### src/rtl/psu_pkg.sv
package psu_pkg;

   // Lane count is carried as (lanes - 1); four lanes at most.
   localparam int LANE_CODE_W = 2;

   typedef enum logic {
      SEQ_IDLE = 1'b0,
      SEQ_RUN  = 1'b1
   } seq_state_e;

   typedef enum logic {
      ORD_ELEM = 1'b0,   // offset = i*S + j
      ORD_LANE = 1'b1    // offset = i + V*j
   } walk_order_e;

   function automatic logic [2:0] lanes_from_code(input logic [LANE_CODE_W-1:0] code);
      return {1'b0, code} + 3'd1;
   endfunction

endpackage

### src/rtl/psu_walker.sv
module psu_walker
   import psu_pkg::*;
#(
   parameter int VL_W        = 7,
   parameter int LANE_W      = 3,
   parameter int OFF_W       = 8,
   parameter bit INCREMENTAL = 1'b1
) (
   input  logic              clk,
   input  logic              rst_n,
   input  logic              load_i,
   input  logic              adv_i,
   input  walk_order_e       order_i,
   input  logic [VL_W-1:0]   vl_i,
   input  logic [LANE_W-1:0] lanes_i,
   output logic [OFF_W-1:0]  off_o,
   output logic              last_o
);

   localparam int J_W = (LANE_W > 1) ? LANE_W - 1 : 1;

   logic [VL_W-1:0] elem_q;
   logic [J_W-1:0]  lane_q;
   logic            lane_wrap;
   logic            elem_last;

   assign lane_wrap = (LANE_W'(lane_q) == LANE_W'(lanes_i - 1'b1));
   assign elem_last = (elem_q == VL_W'(vl_i - 1'b1));
   assign last_o    = lane_wrap && elem_last;

   always_ff @(posedge clk or negedge rst_n) begin
      if (!rst_n) begin
         elem_q <= '0;
         lane_q <= '0;
      end else if (load_i) begin
         elem_q <= '0;
         lane_q <= '0;
      end else if (adv_i) begin
         if (lane_wrap) begin
            lane_q <= '0;
            elem_q <= elem_q + 1'b1;
         end else begin
            lane_q <= lane_q + 1'b1;
         end
      end
   end

   generate
      if (INCREMENTAL) begin : g_incr
         logic [OFF_W-1:0] off_q;
         logic [OFF_W-1:0] base_q;
         logic [OFF_W-1:0] lane_step;
         logic [OFF_W-1:0] row_step;

         always_comb begin
            if (order_i == ORD_LANE) begin
               lane_step = OFF_W'(vl_i);
               row_step  = OFF_W'(1);
            end else begin
               lane_step = OFF_W'(1);
               row_step  = OFF_W'(lanes_i);
            end
         end

         always_ff @(posedge clk or negedge rst_n) begin
            if (!rst_n) begin
               off_q  <= '0;
               base_q <= '0;
            end else if (load_i) begin
               off_q  <= '0;
               base_q <= '0;
            end else if (adv_i) begin
               if (lane_wrap) begin
                  base_q <= base_q + row_step;
                  off_q  <= base_q + row_step;
               end else begin
                  off_q  <= off_q + lane_step;
               end
            end
         end

         assign off_o = off_q;

         // the running sum agrees with the closed-form offset of (i, j)
         a_r4_incr_matches_form: assert property (@(posedge clk) disable iff (!rst_n)
            adv_i |-> off_q == ((order_i == ORD_LANE)
                                ? OFF_W'(OFF_W'(elem_q) + OFF_W'(vl_i) * OFF_W'(lane_q))
                                : OFF_W'(OFF_W'(elem_q) * OFF_W'(lanes_i) + OFF_W'(lane_q))));
      end else begin : g_mult
         always_comb begin
            if (order_i == ORD_LANE)
               off_o = OFF_W'(OFF_W'(elem_q) + OFF_W'(vl_i) * OFF_W'(lane_q));
            else
               off_o = OFF_W'(OFF_W'(elem_q) * OFF_W'(lanes_i) + OFF_W'(lane_q));
         end
      end
   endgenerate

   // an advance never happens past the last element
   a_r6_elem_in_range: assert property (@(posedge clk) disable iff (!rst_n)
      adv_i |-> elem_q < vl_i);

   // the lane counter stays below the lane count
   a_r10_lane_in_range: assert property (@(posedge clk) disable iff (!rst_n)
      adv_i |-> LANE_W'(lane_q) < lanes_i);

endmodule

### src/rtl/psu_ctrl.sv
module psu_ctrl
   import psu_pkg::*;
#(
   parameter int MAX_VL = 64,
   parameter int VL_W   = 7,
   parameter int LANE_W = 3
) (
   input  logic                   clk,
   input  logic                   rst_n,
   input  logic                   start_i,
   input  logic [VL_W-1:0]        vl_i,
   input  logic [LANE_CODE_W-1:0] lane_code_i,
   input  logic                   pack_i,
   input  logic                   unpack_i,
   input  logic                   ready_i,
   input  logic                   last_i,
   output logic                   load_o,
   output logic                   adv_o,
   output logic                   valid_o,
   output logic                   done_o,
   output logic [VL_W-1:0]        vl_o,
   output logic [LANE_W-1:0]      lanes_o,
   output walk_order_e            src_order_o,
   output walk_order_e            dst_order_o
);

   seq_state_e        state_q;
   logic              done_q;
   logic [VL_W-1:0]   vl_q;
   logic [LANE_W-1:0] lanes_q;
   walk_order_e       src_ord_q;
   walk_order_e       dst_ord_q;
   logic [VL_W-1:0]   vl_clamped;
   logic              accept;
   logic              fire;

   assign vl_clamped = (vl_i > VL_W'(MAX_VL)) ? VL_W'(MAX_VL) : vl_i;
   assign accept     = start_i && (state_q == SEQ_IDLE);
   assign valid_o    = (state_q == SEQ_RUN);
   assign fire       = valid_o && ready_i;

   always_ff @(posedge clk or negedge rst_n) begin
      if (!rst_n) begin
         state_q   <= SEQ_IDLE;
         done_q    <= 1'b0;
         vl_q      <= '0;
         lanes_q   <= LANE_W'(1);
         src_ord_q <= ORD_ELEM;
         dst_ord_q <= ORD_ELEM;
      end else begin
         done_q <= 1'b0;
         if (accept) begin
            vl_q      <= vl_clamped;
            lanes_q   <= LANE_W'(lanes_from_code(lane_code_i));
            src_ord_q <= pack_i   ? ORD_LANE : ORD_ELEM;
            dst_ord_q <= unpack_i ? ORD_LANE : ORD_ELEM;
            if (vl_clamped == '0) done_q  <= 1'b1;
            else                  state_q <= SEQ_RUN;
         end else if (fire && last_i) begin
            state_q <= SEQ_IDLE;
            done_q  <= 1'b1;
         end
      end
   end

   assign load_o      = accept;
   assign adv_o       = fire;
   assign done_o      = done_q;
   assign vl_o        = vl_q;
   assign lanes_o     = lanes_q;
   assign src_order_o = src_ord_q;
   assign dst_order_o = dst_ord_q;

   // a presented pair is not withdrawn until taken
   a_r8_valid_held: assert property (@(posedge clk) disable iff (!rst_n)
      valid_o && !ready_i |=> valid_o);

   // a strobe in mid-run leaves the captured configuration alone
   a_r9_cfg_kept: assert property (@(posedge clk) disable iff (!rst_n)
      valid_o && start_i |=> $stable(vl_q) && $stable(lanes_q)
                             && $stable(src_ord_q) && $stable(dst_ord_q));

   // done and valid never overlap
   a_r6_done_not_valid: assert property (@(posedge clk) disable iff (!rst_n)
      done_o |-> !valid_o);

   // the captured length never exceeds the ceiling
   a_r11_vl_ceiling: assert property (@(posedge clk) disable iff (!rst_n)
      vl_q <= VL_W'(MAX_VL));

endmodule

### src/rtl/subvec_index_seq.sv
module subvec_index_seq
   import psu_pkg::*;
#(
   parameter int MAX_VL      = 64,
   parameter int MAX_LANES   = 4,
   parameter int OFF_W       = 8,
   parameter bit INCREMENTAL = 1'b1
) (
   input  logic             clk,
   input  logic             rst_n,
   input  logic             start_i,
   input  logic [6:0]       vl_i,
   input  logic [1:0]       subvl_code_i,
   input  logic             pack_en_i,
   input  logic             unpack_en_i,
   output logic             pair_valid_o,
   input  logic             pair_ready_i,
   output logic [OFF_W-1:0] src_off_o,
   output logic [OFF_W-1:0] dst_off_o,
   output logic             done_o
);

   localparam int VL_W    = $clog2(MAX_VL + 1);
   localparam int LANE_W  = $clog2(MAX_LANES + 1);
   localparam int CNT_W   = OFF_W + 1;
   localparam int N_SIDES = 2;

   generate
      if (MAX_LANES != 4) begin : g_bad_lanes
         $error("subvec_index_seq: lane code is two bits, MAX_LANES must be 4");
      end
      if (VL_W != 7) begin : g_bad_vl
         $error("subvec_index_seq: vl_i port is 7 bits wide, MAX_VL must be 64..127");
      end
      if (OFF_W < $clog2(MAX_VL * MAX_LANES)) begin : g_bad_off
         $error("subvec_index_seq: OFF_W too narrow for MAX_VL*MAX_LANES offsets");
      end
   endgenerate

   logic              load;
   logic              adv;
   logic [VL_W-1:0]   vl_q;
   logic [LANE_W-1:0] lanes_q;
   walk_order_e       src_ord;
   walk_order_e       dst_ord;
   walk_order_e       side_ord [N_SIDES];
   logic [OFF_W-1:0]  side_off [N_SIDES];
   logic              side_last [N_SIDES];

   psu_ctrl #(
      .MAX_VL (MAX_VL),
      .VL_W   (VL_W),
      .LANE_W (LANE_W)
   ) ctrl_i (
      .clk         (clk),
      .rst_n       (rst_n),
      .start_i     (start_i),
      .vl_i        (vl_i),
      .lane_code_i (subvl_code_i),
      .pack_i      (pack_en_i),
      .unpack_i    (unpack_en_i),
      .ready_i     (pair_ready_i),
      .last_i      (side_last[0]),
      .load_o      (load),
      .adv_o       (adv),
      .valid_o     (pair_valid_o),
      .done_o      (done_o),
      .vl_o        (vl_q),
      .lanes_o     (lanes_q),
      .src_order_o (src_ord),
      .dst_order_o (dst_ord)
   );

   assign side_ord[0] = src_ord;
   assign side_ord[1] = dst_ord;

   generate
      for (genvar s = 0; s < N_SIDES; s++) begin : g_side
         psu_walker #(
            .VL_W        (VL_W),
            .LANE_W      (LANE_W),
            .OFF_W       (OFF_W),
            .INCREMENTAL (INCREMENTAL)
         ) walker_i (
            .clk     (clk),
            .rst_n   (rst_n),
            .load_i  (load),
            .adv_i   (adv),
            .order_i (side_ord[s]),
            .vl_i    (vl_q),
            .lanes_i (lanes_q),
            .off_o   (side_off[s]),
            .last_o  (side_last[s])
         );
      end
   endgenerate

   assign src_off_o = side_off[0];
   assign dst_off_o = side_off[1];

   // Transfer counter for the pair-count property.
   logic [CNT_W-1:0] xfer_cnt;
   always_ff @(posedge clk or negedge rst_n) begin
      if (!rst_n)    xfer_cnt <= '0;
      else if (load) xfer_cnt <= '0;
      else if (adv)  xfer_cnt <= xfer_cnt + 1'b1;
   end

   // done follows exactly V*S transfers
   a_r6_pair_count: assert property (@(posedge clk) disable iff (!rst_n)
      done_o |-> xfer_cnt == CNT_W'(CNT_W'(vl_q) * CNT_W'(lanes_q)));

   // the two walkers stay in lock-step
   a_r5_lockstep: assert property (@(posedge clk) disable iff (!rst_n)
      side_last[0] == side_last[1]);

   // a fresh run opens at offset zero on both sides
   a_r2_first_zero: assert property (@(posedge clk) disable iff (!rst_n)
      $rose(pair_valid_o) |-> src_off_o == '0 && dst_off_o == '0);

   // offsets hold while stalled
   a_r8_offsets_held: assert property (@(posedge clk) disable iff (!rst_n)
      pair_valid_o && !pair_ready_i |=> $stable(src_off_o) && $stable(dst_off_o));

endmodule

### config.mk
export PLATFORM = sky130hd
export DESIGN_NAME = subvec_index_seq
export DESIGN_NICKNAME = d
export VERILOG_FILES = /design/src/rtl/psu_pkg.sv /design/src/rtl/psu_walker.sv /design/src/rtl/psu_ctrl.sv /design/src/rtl/subvec_index_seq.sv
export SDC_FILE = /design/constraint.sdc
export NUM_CORES = 1
export LEC_CHECK = 0
export CORE_MARGIN = 8
export CORE_UTILIZATION = 31
export DETAILED_ROUTE_END_ITERATION = 10
export GPL_TIMING_DRIVEN = 0
export PLACE_DENSITY = 0.48
export SYNTH_ARGS = -nofsm -noshare
export SYNTH_HDL_FRONTEND = slang
export SYNTH_HIERARCHICAL = 1
export SYNTH_SLANG_ARGS = --single-unit
### constraint.sdc
create_clock -name clk -period 5.3 [get_ports clk]
set_clock_uncertainty 0.15 [all_clocks]
set_input_delay 1.325 -clock clk [delete_from_list [all_inputs] [get_ports clk]]
set_output_delay 1.325 -clock clk [all_outputs]
set_load 0.02 [all_outputs]
---- Yosys cells after proc, flatten, opt, wreduce, memory -nomap -nowiden ----
Index checks and enable logic that the tools add are counted.
cells by class
  add/subtract/negate cells ............... 10
  magnitude comparators ................... 1
  eq/ne operators ......................... 4
  mux-type cells .......................... 34
  bitwise logic cells ..................... 1
  reduce and logical (&&, ||, !) cells .... 12
operators with widths
  cell                                                                count
  8-bit two-way mux                                                   12
  7-bit two-way mux                                                   6
  8-bit by 3-bit adder with 8-bit output                              2
  8-bit by 7-bit adder with 8-bit output                              2
  2-bit two-way mux                                                   6
  1-bit two-way mux                                                   8
  2-bit nonzero test                                                  4
  7-bit by 1-bit adder with 7-bit output, second input constant       1
  7-bit == test                                                       1
  7-bit greater-than comparator, second input constant                1
  7-bit zero test                                                     1
  7-bit by 1-bit subtractor with 7-bit output, second input constant  1
  2-bit by 3-bit == test with 1-bit output                            2
  3-bit two-way mux                                                   2
  2-bit AND reduction                                                 3
  2-bit by 1-bit adder with 2-bit output, second input constant       2
  1-bit logical AND                                                   4
  2-bit by 1-bit adder with 3-bit output, second input constant       1
  3-bit by 1-bit subtractor with 3-bit output, second input constant  1
  2-bit != test, second input constant                                1
  1-bit inverter                                                      1
storage, ports and cells
  register bits ........................... 57
  bits of input ports ..................... 15
  output and inout bits ................... 18
  logic and storage cells ................. 75

---- Logic depth before layout (Yosys ltp) ----
Gate-level depths: netlist of the first run.
  depth in word-level cells ............... 6
  depth in mapped cells ................... 9
  mapped depth without buffers ............ 9

---- Cells and area by module ----
The synthesis of the first run kept the hierarchy.
by module, submodules not included
  module                           times used  cells each  area an instance (sq um)  seq. area each (sq um)
  psu_walker (g_side[0].walker_i)  1           207         1903.1                    625.6
  psu_walker (g_side[1].walker_i)  1           207         1875.5                    625.6
  psu_ctrl                         1           61          581.8                     351.6

---- Least setup slack after synthesis of the first run ----
OpenSTA, ideal clock, no wires.
  path type ............................... input-to-reg
  start ................................... in pair_ready_i
  end ..................................... reg, netlist name g_side[1].walker_i/elem_q[4]
  library setup time ...................... 0.132 ns
  arrival time ............................ 2.734 ns
  data required time ...................... 5.018 ns
  path slack .............................. 2.284 ns
  cell stages on the path ................. 8
  buffers on the path ..................... 2
  path through ............................ and2_1 buf_2 inv_1 nor4_2 buf_6 nand4_2 xor2_1 nor2_1
RTL lines
  what             RTL line                source
  start, declared  subvec_index_seq.sv:17  input logic pair_ready_i,

---- Worst setup path after layout of the first run ----
  start ................................... in pair_ready_i
  end ..................................... reg g_side[0].walker_i.g_incr.base_q[7]
on the way
  cells in the longest elaborated chain, start to end .. 3
ends and longest elaborated chain
  what                                  RTL line                source
  1-bit logical AND                     psu_ctrl.sv:40          assign fire = valid_o && ready_i;
  via adv                               subvec_index_seq.sv:41  logic adv;
  2-bit nonzero test (no source line)   -
  2-bit AND reduction (no source line)  -
  end signal, assigned                  psu_walker.sv:74        base_q <= base_q + row_step;
  end, declared                         psu_walker.sv:51        logic [OFF_W-1:0] base_q;
The timed path passes the listed nets, and every way through them passes these cells.
A chain may end at the register's enable or synchronous reset.

==> impl_results.md, run 1 <==
- # setup viols final: 0
- Top Family by Delay on Critical Path: simple AND/OR/NAND/NOR gates
- Storage cell area: 1428 um2
- Drt wl/cell: 15.62 um
- Pre-CTS setup slack: 1.425 ns
- CP Max Fanout: 10
- Sequential power share: 0.274
- Post-Place Cells: ~630
- Mapped Nets: 467
- Worst endpoint required time: about 5.3 ns
- Post-CTS setup buffers: 0
- RePlAce Congestion: 0.7864
- First-pass GRT wire length: between 15 and 20 mm
- Post-CTS sizing: 0
- Pwr dens: ~640 nW/um2
- Pleak: 2.079 nW
- CP Launch Type: primary input
- Slew of the pin with the lowest slew margin: 0.7710 ns
- Period utilization: 0.6627
- Area occupied by multi-input gates: 2317 um2
- Max-cap violation count: 0
- Peak supply drop: 0.2263 mV
- Comb power frac: 0.555
- DRT antenna net count: 0
- # H-tree levels: 3
- Crit Path Category: in2reg
- Rel. slew slack: 0.4860
- CP Cell Sequence: clkdlybuf4s50_1 -> and2_1 -> inv_1 -> nor4_4 -> buf_4 -> nand2_1 -> xor2_1 -> nor2_1
- DRC: 0
- Crit-path max cell delay: 0.58 ns
- Port bufs: 32
- Layout Cells excl Fill: 643
- Final nets: 510
- Switch share: 0.4418
- Outcome: completed
- Initial antenna violation count: 0
- Crit path DAT: around 3.6 ns
- Root Buffer: clkbuf_16
- Fin crit period: 3.512 ns
- Antenna fix cells: 0
- Final wirelength: 10.04 mm
- Vias in the first global route: 3,286
- Initial core utilization: 0.3124
- Die Area: 16,350 um2
- P_sw: 1.318 mW
- CTS sink count: 57
- Setup WS post-layout: roughly 1.8 ns
- CTS buffer count: 9
- Synth Area per Inst: 9.170 um2
- Latest clock arrival within the worst-skew pair: 0.33 ns
- Slew Viols, Final: 0
- Synth warn: 6
- Clock slew at reported path FFs: 0.05 ns
- Setup TNS: 0 ns
- CTS tree: done
- Mapped Cells: around 420
- Synth-to-Final Area Change: 20.29%
- Hold crit path type: reg2reg
- Slowest-stage cell, CP: nor4_4
- Drt first-iter violations: 151
- Clock share of power: 0.171
- Fmax: approximately 0.28 GHz
- Core Area: roughly 12,000 um2
- Die H: 127.9 um
- Int Pwr: ~1.7 mW
- DR vias: 3,153
- CTS max path bufs: 2
- RSZ-0062 raised after global routing: no
- Via-to-Cell Ratio: 4.904
- I/O Pins: 33
- Final hold violations: 0
- Share of layout cells above drive strength 1: 0.06794
- Hold-fix buffer count after cts: 0
- Worst Path Buf+Inv: 3
- Worst setup EP type: register
- Mapped cell area: 3879 um2
- FP Rows: 41
- Grt total ovfl: 0
- WHS: around 0.36 ns
- DR pass1 iterations: 4
- Largest net degree at the start of global routing: 58
- Total track usage: 0.1315
- Die X: 127.9 um
- Post-DP HPWL: 7.454 mm
- Fillers: around 1,300
- Power Total: between 2 and 3 mW
-- layer usage --
layer,GRT usage,part of all wire,wire [um],up-vias
met5,0,0,0,-
met4,0.03846,0.013,133,0
met3,0.03744,0.039,394,10
met2,0.2246,0.49,4885,48
met1,0.1567,0.46,4628,1522
li1,-,-,-,1573
-- worst register-to-register path: stages, from the launching register on --
cell and delay, ns:
dfrtp_1 0.45, inv_1 0.11, nand2_1 0.08, ha_1 0.25, fa_1 0.44, a211oi_1 0.30
o21ai_0 0.19, and3_1 0.21, o311a_1 0.33, nor3_1 0.16
-- layout make-up --
class	count	area share
Timing Repair Buffer	32	0.06811
Sequential cell	57	0.3060
Clock buffer	14	0.05229
Tap cell	172	0.04612
Buffer	16	0.01824
Multi-Input combinational cell	337	0.4966
Clock inverter	2	0.002145
Inverter	13	0.01046
-- stage by stage --
step                  util  cell area (um2)
detailed placement  0.3554             4412
global route        0.3758             4666
floorplan                -             3879
finish              0.3758             4666
global placement    0.3556             4414
CTS                 0.3758             4666
-- power groups by stage --
stage	clock (mW)	combinational (mW)	sequential [mW]
after detailed placement	0	1.66	0.827
after CTS	0.528	1.67	0.821
after global placement	0	1.64	0.823
final	0.509	1.66	0.817
after floorplan	0	1.18	0.827
after global routing	0.547	1.87	0.851
-- placed cells by master, fill, tap and decap left out, types with 3 or more instances in the layout --
cell type and count:
nand4_1 8, xor2_1 25, a211o_1 3, nand2_1 50, nand3_1 6, o21ai_0 20
a311oi_1 4, a21o_1 7, a31oi_1 3, ha_1 25, nor3_1 8, clkdlybuf4s50_1 31
or2_2 3, fa_1 4, a211oi_1 11, and2_1 15, nor4_1 3, buf_2 5
o211ai_1 4, clkbuf_1 11, inv_1 13, or3_1 7, nand2b_1 10, xnor2_1 19
nor2_1 44, a21oi_1 18, mux2i_1 10, dfrtp_1 56, clkbuf_16 9
-- worst paths after layout --
check | startpoint | endpoint | slack, ns | cells past startpoint
setup reg to reg | ctrl_i/vl_o[0] | g_side[0].walker_i/off_o[6] | 2.53 | 9
min in group asynchronous | rst_n | g_side[1].walker_i/g_incr.base_q[5] | 0.92 | 1
max in group asynchronous | rst_n | g_side[0].walker_i/g_incr.base_q[6] | 3.56 | 1
hold / removal | ctrl_i/lanes_o[1] | ctrl_i/lanes_o[1] | 0.36 | 2
hold reg to reg | ctrl_i/lanes_o[1] | ctrl_i/lanes_o[1] | 0.36 | 2
setup / recovery | pair_ready_i | g_side[0].walker_i/g_incr.base_q[7] | 1.79 | 8
-- state kept, by name (all words and copies together) (netlist names) --
signal                         count
ctrl_i/done_o                      1
ctrl_i/dst_order_o                 1
ctrl_i/lanes_o                     3
ctrl_i/src_order_o                 1
ctrl_i/valid_o                     1
ctrl_i/vl_o                        7
g_side.walker_i/elem_q             7
g_side.walker_i/g_incr.base_q     16
g_side.walker_i/lane_q             4
g_side.walker_i/off_o             16
(Power assumes the default switching activity.)
==> run 2: changes to the inputs <==
==> constraint.sdc (replaced) <==
create_clock -name clk -period 3.4 [get_ports clk]
set_clock_uncertainty 0.15 [all_clocks]
set_input_delay 0.85 -clock clk [delete_from_list [all_inputs] [get_ports clk]]
set_output_delay 0.85 -clock clk [all_outputs]
set_load 0.02 [all_outputs]
==> results of run 2 <==
The final DEF is identical to that of run 1. Status: completed.
Among the figures that moved: setup slack after placement 1.425 ns -> 0.0003262 ns; setup slack after layout 1.788 ns -> 0.3629 ns; register-to-register setup slack 2.53 ns -> 0.63 ns; total power 2.984 mW -> 4.651 mW; worst IR drop on VDD 0.2263 mV -> 0.3527 mV
